File: src/rtl/mem_resp_wdog.sv
module mem_resp_wdog #(
  parameter int CNT_W  = 8,
  parameter int DATA_W = 32
) (
  input  logic              clk,
  input  logic              rst_n,
  input  logic              acc_start,
  input  logic              mem_ready,
  input  logic              reg_we,
  input  logic [DATA_W-1:0] reg_wdata,
  output logic [DATA_W-1:0] reg_rdata,
  input  logic              flag_clr,
  output logic              timeout_flag
);
  localparam int PAD_W = DATA_W - 2*CNT_W;
  localparam logic [CNT_W-1:0] ONE = CNT_W'(1);

  logic [CNT_W-1:0] cfg_q, cnt_q;
  logic             busy_q, flag_q;
  logic             expire;

  wire unused_wdata = ^reg_wdata[DATA_W-1:CNT_W];

  assign expire = busy_q && !acc_start && !mem_ready && cnt_q == ONE;

  always_ff @(posedge clk or negedge rst_n) begin
    if (!rst_n) cfg_q <= '0;
    else if (reg_we) cfg_q <= reg_wdata[CNT_W-1:0];
  end

  always_ff @(posedge clk or negedge rst_n) begin
    if (!rst_n) begin
      cnt_q  <= '0;
      busy_q <= 1'b0;
    end else if (acc_start) begin
      cnt_q  <= cfg_q;
      busy_q <= (cfg_q != '0);
    end else if (busy_q && mem_ready) begin
      cnt_q  <= cfg_q;
      busy_q <= 1'b0;
    end else if (busy_q) begin
      cnt_q  <= cnt_q - ONE;
      busy_q <= (cnt_q != ONE);
    end
  end

  always_ff @(posedge clk or negedge rst_n) begin
    if (!rst_n) flag_q <= 1'b0;
    else if (expire) flag_q <= 1'b1;
    else if (flag_clr) flag_q <= 1'b0;
  end

  assign reg_rdata    = {{PAD_W{1'b0}}, cnt_q, cfg_q};
  assign timeout_flag = flag_q;

  p_wr_cfg_r2: assert property (@(posedge clk) disable iff (!rst_n)
    reg_we |=> reg_rdata[CNT_W-1:0] == $past(reg_wdata[CNT_W-1:0]));

  p_load_r3: assert property (@(posedge clk) disable iff (!rst_n)
    acc_start |=> reg_rdata[2*CNT_W-1:CNT_W] == $past(cfg_q));

  p_step_r4: assert property (@(posedge clk) disable iff (!rst_n)
    (busy_q && !acc_start && !mem_ready) |=> cnt_q == $past(cnt_q) - ONE);

  p_no_wrap_r6: assert property (@(posedge clk) disable iff (!rst_n)
    $rose(timeout_flag) |-> reg_rdata[2*CNT_W-1:CNT_W] == '0);

  p_sticky_r7: assert property (@(posedge clk) disable iff (!rst_n)
    (timeout_flag && !flag_clr) |=> timeout_flag);

  p_idle_hold_r9: assert property (@(posedge clk) disable iff (!rst_n)
    (!busy_q && !acc_start) |=> $stable(cnt_q));
endmodule

File: config.mk
export PLATFORM = sky130hd
export DESIGN_NAME = mem_resp_wdog
export DESIGN_NICKNAME = d
export VERILOG_FILES = /design/src/rtl/mem_resp_wdog.sv
export SDC_FILE = /design/constraint.sdc
export NUM_CORES = 1
export LEC_CHECK = 0
export CAP_MARGIN = 15
export CORE_MARGIN = 2
export CORE_UTILIZATION = 35
export DETAILED_ROUTE_END_ITERATION = 12
export PLACE_DENSITY = 0.82
export REMOVE_ABC_BUFFERS = 1
export SLEW_MARGIN = 30
export SYNTH_ARGS = -nofsm -noshare
export SYNTH_HDL_FRONTEND = slang
export SYNTH_SLANG_ARGS = --single-unit
File: constraint.sdc
create_clock -name clk -period 2.1 [get_ports clk]
set_input_delay 0.63 -clock clk [delete_from_list [all_inputs] [get_ports clk]]
set_output_delay 0.63 -clock clk [all_outputs]
set_load 0.01 [all_outputs]
==> results of run 1 <==
[cell usage after synthesis]
cell type / count
mux2_2: 8
nor3_2: 1
nand3_1: 1
nor2_1: 11
a21o_1: 2
ha_1: 2
a21oi_1: 2
or2_2: 1
o21ai_0: 9
or4_4: 1
nand4_1: 2
a41o_1: 1
nor4_1: 2
a22oi_1: 5
conb_1: 1
inv_1: 3
xor2_1: 1
a32o_1: 1
o22a_1: 1
clkbuf_1: 3
nor3_1: 3
buf_6: 1
a211oi_1: 1
nand2_1: 8
dfrtp_1: 18
o22ai_1: 1
a41oi_1: 1
buf_4: 16
[layout make-up]
type	instances	area [µm²]
repair buffers	33	323
well taps	31	38.8
fillers	255	1440
multi-input cells	81	487
inverters	3	11.3
flip-flops and latches	18	450
clock buffers	4	36.3
[flip-flops by register name, indices dropped and copies added, names as in the netlist]
signal / count
cnt_q: 8
cfg_q: 8
busy_q: 1
timeout_flag: 1
[layout by cell type (no fill, tap or decap), drive strengths merged]
cell	netlist	layout
a41o	1	1
nand2	8	8
nand3	1	1
a41oi	1	1
o22ai	1	1
or4	1	1
o21ai	9	9
ha	2	2
mux2	8	8
a22oi	5	5
clkdlybuf4s50	0	30
a21o	2	2
clkbuf	3	4
inv	3	3
nor2	11	11
o22a	1	1
nor3	4	4
conb	1	16
a32o	1	1
a211oi	1	1
a21oi	2	2
dfrtp	18	18
xor2	1	1
nor4	2	2
nand4	2	2
buf	17	3
or2	1	1
[worst max path at each step]
stage                   end  slack, ns
2_1_floorplan        busy_q       0.53
3_3_place_gp       cnt_q[4]       0.08
3_5_place_dp       cnt_q[4]       0.05
4_1_cts        reg_rdata[8]       0.09
5_1_grt        reg_rdata[8]       0.04
6_report       reg_rdata[8]       0.08
[cells by family after synthesis]
logic type | synth area share [%]
adder cells (fa/ha/maj) | 2.42
XOR/XNOR | 0.847
AND/OR/NAND/NOR | 13.9
multiplexers | 8.71
flip-flops | 43.5
AO/OA/AOI/OAI | 15.4
buffers and inverters | 14.9
other | 0.362
[worst reg2reg max path, stage by stage, from the launching register on]
cell,delay [ns]
dfrtp_1,0.46
or4_4,0.57
nor3_2,0.15
nand2_1,0.10
a32o_1,0.26
[power breakdown]
part,internal (W),switching [W]
logic,0.000149,0.000123
registers,0.000388,0.0000626
clock network,0.000106,0.000117
total,0.000644,0.000302
[metal layers]
| metal | wire [µm] | global-route usage, % | vias up | share of wire (%) |
|---|---|---|---|---|
| met5 | 0 | 0 | - | 0 |
| met4 | 69 | 8.64 | 0 | 3.0 |
| met3 | 224 | 3.96 | 6 | 9.6 |
| met2 | 1180 | 26.3 | 58 | 51 |
| met1 | 844 | 15.3 | 422 | 36 |
| li1 | - | - | 408 | - |
[stage by stage]
stage               std cells  worst slack (ns)
finish                    170            0.0809
global route              170            0.0392
CTS                       170            0.0870
detailed placement        166            0.0474
global placement          166            0.0807
floorplan                 102             0.533
==> summary.md, run 1 <==
| Metric | Value |
|---|---|
| CTS tree | `built` |
| DR WL/cell | `13.7 µm` |
| RD Place Congestion | `0.819` |
| Max-cap viol count | `0` |
| Worst-path clk slew | `0.11 ns` |
| Cts hold-fix bufs | `0` |
| Num rows | `19` |
| R2R cell count | `4` |
| Placed instance area | `1310 µm²` |
| Io pins | `71` |
| Register area share after synthesis | `43.5%` |
| Drt first-iter violations | `16` |
| Mean Syn Cell Area | `9.67 µm²` |
| # nets final | `180` |
| Power Dens Cells | `702 nW/µm²` |
| Synthesis-to-finish area growth | `30.1%` |
| Vias in the first global route | `882` |
| HP Class | `reg -> reg` |
| GR Overflow Total | `0` |
| Clock sinks | `18` |
| Pwr Total | `0.000945 W` |
| Root Driver | `clkbuf_4` |
| CTS H-tree depth | `1` |
| # diodes | `0` |
| Synthesized area | `1030 µm²` |
| Synth top area share | `43.5%` |
| Die height | `58.4 µm` |
| Crit Path Class | `reg -> out` |
| Yosys reg bits | `18` |
| Post-synth top area cell | `dfrtp_1` |
| Max incr delay on CP | `0.58 ns` |
| WP buf/inv | `1` |
| Via-per-instance ratio | `5.26` |
| Final design utilization | `48.4%` |
| Outcome | `completed` |
| Share of layout cells above drive strength 1 | `12.9%` |
| Tmin final | `2.02 ns` |
| Vias post-DR | `894` |
| Setup crit start kind | `flop` |
| Setup Fix Bufs, Post-CTS | `0` |
| Hold_ws | `0.540 ns` |
| Final Hold Vio Count | `0` |
| Hold endpoint | `timeout_flag` |
| Crit path DAT | `1.39 ns` |
| Worst hold path depth | `2` |
| DIE WIDTH | `58.4 µm` |
| GR Util All Layers | `14.7%` |
| Clk Latency, worst-skew pair | `0.31 ns` |
| Clk_skew | `0.00382 ns` |
| Worst r2r src | `cnt_q[3]` |
| Worst-path fanout max | `8` |
| Largest net degree at the start of global routing | `19` |
| Yosys Warn Count | `0` |
| R2R Path End | `busy_q` |
| P_leak | `0.582 nW` |
| Final non-filler cell area | `1350 µm²` |
| Crit path max-delay cell type | `clkdlybuf4s50_1` |
| Flop2flop setup slack | `0.47 ns` |
| Port bufs | `30` |
| Period Utilization, post-route | `96.1%` |
| Required @ worst endpoint | `1.47 ns` |
| DRC Markers | `0` |
| First-pass GRT wire length | `3.82 mm` |
| Slew Viols, Final | `0` |
| Maximum VDD drop | `0.000593 V` |
| CP cell instances | `clkdlybuf4s50_1` |
| Start point of the critical path | `cnt_q[0]` |
| Final setup fails | `0` |
| Fmax | `495 MHz` |
| HPWL Detailed | `1.76 mm` |
| Cts repair resizes | `0` |
| Worst path top cell family by delay | `buffers and inverters` |
| Antenna violations before repair | `0` |
| DRT Pass-1 Iters | `4` |
| Synth area leaders | `dfrtp_1, buf_4, mux2_2, o21ai_0, nor2_1` |
| Beginning of the worst hold path | `timeout_flag` |
| Worst setup EP type | `primary output` |
| Unrepaired setup endpoints after global routing | `no` |
| WP depth | `1` |
| Drt total wl | `2.32 mm` |
| Setup_tns | `0 ns` |
| Core area | `2780 µm²` |
| Initial Utilization | `37.2%` |
| Clock Path Buffers | `2` |
| Post-DRT Antenna Nets | `0` |
| Total CTS buffers | `3` |
| Yosys cell types | `28` |
| Synth Instances | `107` |
| DIE AREA | `3410 µm²` |
Note: power is estimated with default switching activity, not from simulation.
==> run 2: changes to the inputs <==
--- a/config.mk
+++ b/config.mk
@@ -6,7 +6,6 @@
 export NUM_CORES = 1
 export LEC_CHECK = 0
 export CAP_MARGIN = 15
-export CORE_MARGIN = 2
 export CORE_UTILIZATION = 35
 export DETAILED_ROUTE_END_ITERATION = 12
 export PLACE_DENSITY = 0.82
==> run 2 against run 1 <==
Net effect:
- via count is 0.67% lower
- highest routed layer unchanged
- critical endpoint unchanged
- worst setup slack better by 0.015 ns
- sequential share of layout area stayed put
- clock skew is 0.0013 ns higher
==> summary.md, run 2 (same netlist as run 1, synthesis figures left out) <==
| Metric | Value |
|---|---|
| P_leak | `0.582 nW` |
| Seq pwr share | `47.9%` |
| Clock sinks | `18` |
| Layer carrying the most global-route usage | `met2` |
| Die height | `56.4 µm` |
| Crit Path Class | `reg -> out` |
| Clk Latency, worst-skew pair | `0.30 ns` |
| Crit path DAT | `1.37 ns` |
| Met2 GRT Util | `27.6%` |
| Clock Path Buffers | `2` |
| CTS H-tree depth | `1` |
| Antenna violations before repair | `0` |
| Cts repair resizes | `0` |
| Internal | `0.000644 W` |
| DRT Pass-1 Iters | `4` |
| GR Overflow Total | `0` |
| Slew Viols, Final | `0` |
| # fillers | `258` |
| Post-DRT Antenna Nets | `0` |
| DIE AREA | `3180 µm²` |
| Worst-path fanout max | `8` |
| Grt met1 use | `18.7%` |
| Port bufs | `30` |
| Setup_tns | `0 ns` |
| WP buf/inv | `1` |
| Worst-path clk slew | `0.10 ns` |
| Cts hold-fix bufs | `0` |
| Required @ worst endpoint | `1.47 ns` |
| Via-per-instance ratio | `5.22` |
| Fmax | `499 MHz` |
| Worst path top cell family by delay | `buffers and inverters` |
| CTS tree | `built` |
| Root Driver | `clkbuf_4` |
| Switch Pwr | `0.000296 W` |
| CP cell instances | `clkdlybuf4s50_1` |
| Io pins | `71` |
| Maximum VDD drop | `0.000513 V` |
| Max incr delay on CP | `0.58 ns` |
| Commonest non-fill, non-tap cells in the layout | `clkdlybuf4s50_1, dfrtp_1, conb_1, nor2_1, o21ai_0` |
| Max-cap viol count | `0` |
| Largest net degree at the start of global routing | `19` |
| Comb power frac | `29.0%` |
| Core area | `2780 µm²` |
| Final Hold Vio Count | `0` |
| Vias post-DR | `888` |
| Met3 Track Usage GR | `4.15%` |
| Tmin final | `2.00 ns` |
| Clk_skew | `0.00515 ns` |
| RD Place Congestion | `0.791` |
| DR WL/cell | `13.6 µm` |
| GR Util All Layers | `16.0%` |
| Vias in the first global route | `881` |
| Share of layout cells above drive strength 1 | `12.9%` |
| Setup Fix Bufs, Post-CTS | `0` |
| Final design utilization | `48.4%` |
| Setup crit start kind | `flop` |
| Synthesis-to-finish area growth | `30.1%` |
| Initial Utilization | `37.2%` |
| Drt total wl | `2.32 mm` |
| Commonest non-fill, non-tap cell in the layout | `clkdlybuf4s50_1` |
| Drt first-iter violations | `30` |
| Outcome | `completed` |
| Final setup fails | `0` |
| Period Utilization, post-route | `95.4%` |
| # nets final | `180` |
| HP Class | `reg -> reg` |
| DIE WIDTH | `56.4 µm` |
| Crit path max-delay cell type | `clkdlybuf4s50_1` |
| HPWL Detailed | `1.81 mm` |
| Power Dens Cells | `698 nW/µm²` |
| Total CTS buffers | `3` |
| Switching Fraction | `31.5%` |
| First-pass GRT wire length | `3.95 mm` |
| Largest regs | `cfg_q x8, cnt_q x8` |
| Clock power frac | `23.1%` |
| # diodes | `0` |
| Worst setup EP type | `primary output` |
| Num rows | `19` |
| Unrepaired setup endpoints after global routing | `no` |
| DRC Markers | `0` |
-- run 2: cell counts in the layout (fill, tap and decap cells not counted) --
No cell type changed its count.
-- run 2: worst paths after layout --
| kind | from | endpoint | slack (ns) | cells past startpoint |
|---|---|---|---|---|
| max | cnt_q[0] | reg_rdata[8] | 0.1 | 1 |
| min | timeout_flag | timeout_flag | 0.54 | 2 |
| max reg2reg | cnt_q[3] | busy_q | 0.43 | 4 |
| min reg2reg | timeout_flag | timeout_flag | 0.54 | 2 |
| max in group asynchronous | rst_n | cnt_q[7] | 1.26 | 2 |
| min in group asynchronous | rst_n | cfg_q[6] | 0.64 | 2 |
-- run 2: layout make-up --
| type | instances | area [µm²] | area share [%] |
|---|---|---|---|
| Multi-Input combinational cell | 81 | 487 | 36.2 |
| Tap cell | 31 | 38.8 | 2.88 |
| Inverter | 3 | 11.3 | 0.836 |
| Clock buffer | 4 | 36.3 | 2.70 |
| Sequential cell | 18 | 450 | 33.5 |
| Timing Repair Buffer | 33 | 323 | 24.0 |
-- run 2: power groups by stage --
stage / sequential (W) / combinational, W / clock, W
finish: 0.000450 / 0.000272 / 0.000217
global route: 0.000459 / 0.000298 / 0.000239
CTS: 0.000450 / 0.000273 / 0.000223
detailed placement: 0.000457 / 0.000272 / 0
global placement: 0.000453 / 0.000262 / 0
floorplan: 0.000461 / 0.000109 / 0
-- run 2: worst reg2reg max path, cell delays in order, from the launching register on --
cell     delay [ns]
dfrtp_1        0.46
or4_4          0.57
nor3_2         0.17
nand2_1        0.10
a32o_1         0.26
-- run 2: layer usage --
layer | vias to the layer above | part of all wire (%)
met1 | 429 | 40
li1 | 413 | -
met3 | 5 | 6.9
met4 | 0 | 1.6
met5 | - | 0
met2 | 41 | 51
-- run 2: through the flow --
| stage | instance area [µm²] | power [W] | hold WS [ns] | setup WS (ns) | std cells |
|---|---|---|---|---|---|
| after floorplan | 948 | 0.000570 | 0.334 | 0.533 | 102 |
| after global placement | 1310 | 0.000715 | 0.519 | 0.0937 | 166 |
| after CTS | 1350 | 0.000946 | 0.541 | 0.0831 | 170 |
| final | 1350 | 0.000939 | 0.540 | 0.0956 | 170 |
| after detailed placement | 1310 | 0.000728 | 0.526 | 0.0575 | 166 |
| after global routing | 1350 | 0.000996 | 0.578 | 0.0188 | 170 |
==> run 3: changes to the inputs <==
==> constraint.sdc (replaced) <==
create_clock -name clk -period 2.1 [get_ports clk]
set_input_delay 0.42 -clock clk [delete_from_list [all_inputs] [get_ports clk]]
set_output_delay 0.42 -clock clk [all_outputs]
set_load 0.01 [all_outputs]
==> run 3 against run 2 <==
Net effect:
- sequential share of layout area did not move
- clock power barely moved
- via count fell by 1.0%
- core utilization did not move
- largest cell class unchanged
- total power rose by 0.14%
- fmax rose by 12%
==> summary.md, run 3 (same netlist as run 1, synthesis figures left out) <==
| Metric | Value |
|---|---|
| Worst path top cell family by delay | `buffers and inverters` |
| DIE WIDTH | `56.4 µm` |
| Maximum VDD drop | `0.000457 V` |
| DR WL/cell | `13.3 µm` |
| Final Hold Vio Count | `0` |
| Crit path max-delay cell type | `clkdlybuf4s50_1` |
| First-pass GRT wire length | `4.00 mm` |
| DIE AREA | `3180 µm²` |
| Via-per-instance ratio | `5.17` |
| Worst-path fanout max | `8` |
| Antenna violations before repair | `0` |
| Cts repair resizes | `0` |
| RD Place Congestion | `0.811` |
| Worst setup EP type | `primary output` |
| Core area | `2780 µm²` |
| Largest net degree at the start of global routing | `19` |
| Setup Fix Bufs, Post-CTS | `0` |
| # nets final | `180` |
| Clock sinks | `18` |
| Setup crit start kind | `flop` |
| Max-cap viol count | `0` |
| Largest regs | `cfg_q x8, cnt_q x8` |
| Max incr delay on CP | `0.58 ns` |
| GR Overflow Total | `0` |
| Die height | `56.4 µm` |
| Crit path DAT | `1.38 ns` |
| Flop2flop setup slack | `0.45 ns` |
| Cts hold-fix bufs | `0` |
| Unrepaired setup endpoints after global routing | `no` |
| Total CTS buffers | `3` |
| DRC Markers | `0` |
| WP buf/inv | `1` |
| CP cell instances | `clkdlybuf4s50_1` |
| P_leak | `0.582 nW` |
| Power Dens Cells | `699 nW/µm²` |
| Post-DRT Antenna Nets | `0` |
| Final setup fails | `0` |
| Drt first-iter violations | `15` |
| Hold_ws | `0.426 ns` |
| Commonest non-fill, non-tap cell in the layout | `clkdlybuf4s50_1` |
| Vias in the first global route | `894` |
| Clk_skew | `0.00448 ns` |
| DRT Pass-1 Iters | `5` |
| HP Class | `in -> async` |
| Root Driver | `clkbuf_4` |
| Worst r2r src | `cnt_q[3]` |
| Worst-path clk slew | `0.11 ns` |
| Synthesis-to-finish area growth | `30.1%` |
| Port bufs | `30` |
| Num rows | `19` |
| Fmax | `557 MHz` |
| Clk Latency, worst-skew pair | `0.30 ns` |
| Commonest non-fill, non-tap cells in the layout | `clkdlybuf4s50_1, dfrtp_1, conb_1, nor2_1, o21ai_0` |
| R2R cell count | `4` |
| CTS H-tree depth | `1` |
| Crit Path Class | `reg -> out` |
| # fillers | `267` |
| CTS tree | `built` |
| Share of layout cells above drive strength 1 | `12.9%` |
| Vias post-DR | `879` |
| Slew Viols, Final | `0` |
| Tmin final | `1.80 ns` |
| Setup_tns | `0 ns` |
| Clock Path Buffers | `2` |
| R2R Path End | `busy_q` |
| # diodes | `0` |
| Initial Utilization | `37.2%` |
| Io pins | `71` |
| HPWL Detailed | `1.73 mm` |
| GR Util All Layers | `16.3%` |
| Period Utilization, post-route | `85.5%` |
| Outcome | `completed` |
| Drt total wl | `2.25 mm` |
| Required @ worst endpoint | `1.68 ns` |
==> run 3: worst max-delay path by stage <==
stage,start,to,slack [ns],cells after the start
global placement,acc_start,cnt_q[4],0.30,5
finish,cnt_q[0],reg_rdata[8],0.30,1
detailed placement,acc_start,cnt_q[3],0.24,5
global route,cnt_q[0],reg_rdata[8],0.22,1
floorplan,cnt_q[3],busy_q,0.53,4
CTS,cnt_q[0],reg_rdata[8],0.29,1
==> run 3: final cells by class <==
| cell class | instances | area (µm²) | area share [%] |
|---|---|---|---|
| inverter | 3 | 11.3 | 0.836 |
| multi-input combinational | 81 | 487 | 36.2 |
| clock buffer | 4 | 36.3 | 2.70 |
| tap | 31 | 38.8 | 2.88 |
| sequential | 18 | 450 | 33.5 |
| timing repair buffer | 33 | 323 | 24.0 |
==> run 3: metrics by stage <==
| stage | worst slack [ns] | total power [W] | instances | instance area (µm²) | util [%] |
|---|---|---|---|---|---|
| after floorplan | 0.533 | 0.000570 | 102 | 948 | - |
| after global placement | 0.304 | 0.000715 | 166 | 1310 | 47.1 |
| after detailed placement | 0.245 | 0.000728 | 166 | 1310 | 47.1 |
| after CTS | 0.286 | 0.000946 | 170 | 1350 | 48.4 |
| after global routing | 0.224 | 0.00100 | 170 | 1350 | 48.4 |
| final | 0.304 | 0.000941 | 170 | 1350 | 48.4 |
==> run 3: power breakdown <==
group	leakage (nW)	switching [W]	internal (W)
Sequential	0.214	0.0000614	0.000388
Clock	0.0210	0.000114	0.000106
Combinational	0.347	0.000121	0.000149
==> run 3: routing by layer <==
layer / share of wire (%) / GRT usage, % / up-vias
li1: - / - / 409
met3: 6.8 / 3.92 / 4
met2: 51 / 27.4 / 49
met4: 1.4 / 8.71 / 0
met5: 0 / 0 / -
met1: 41 / 19.3 / 417
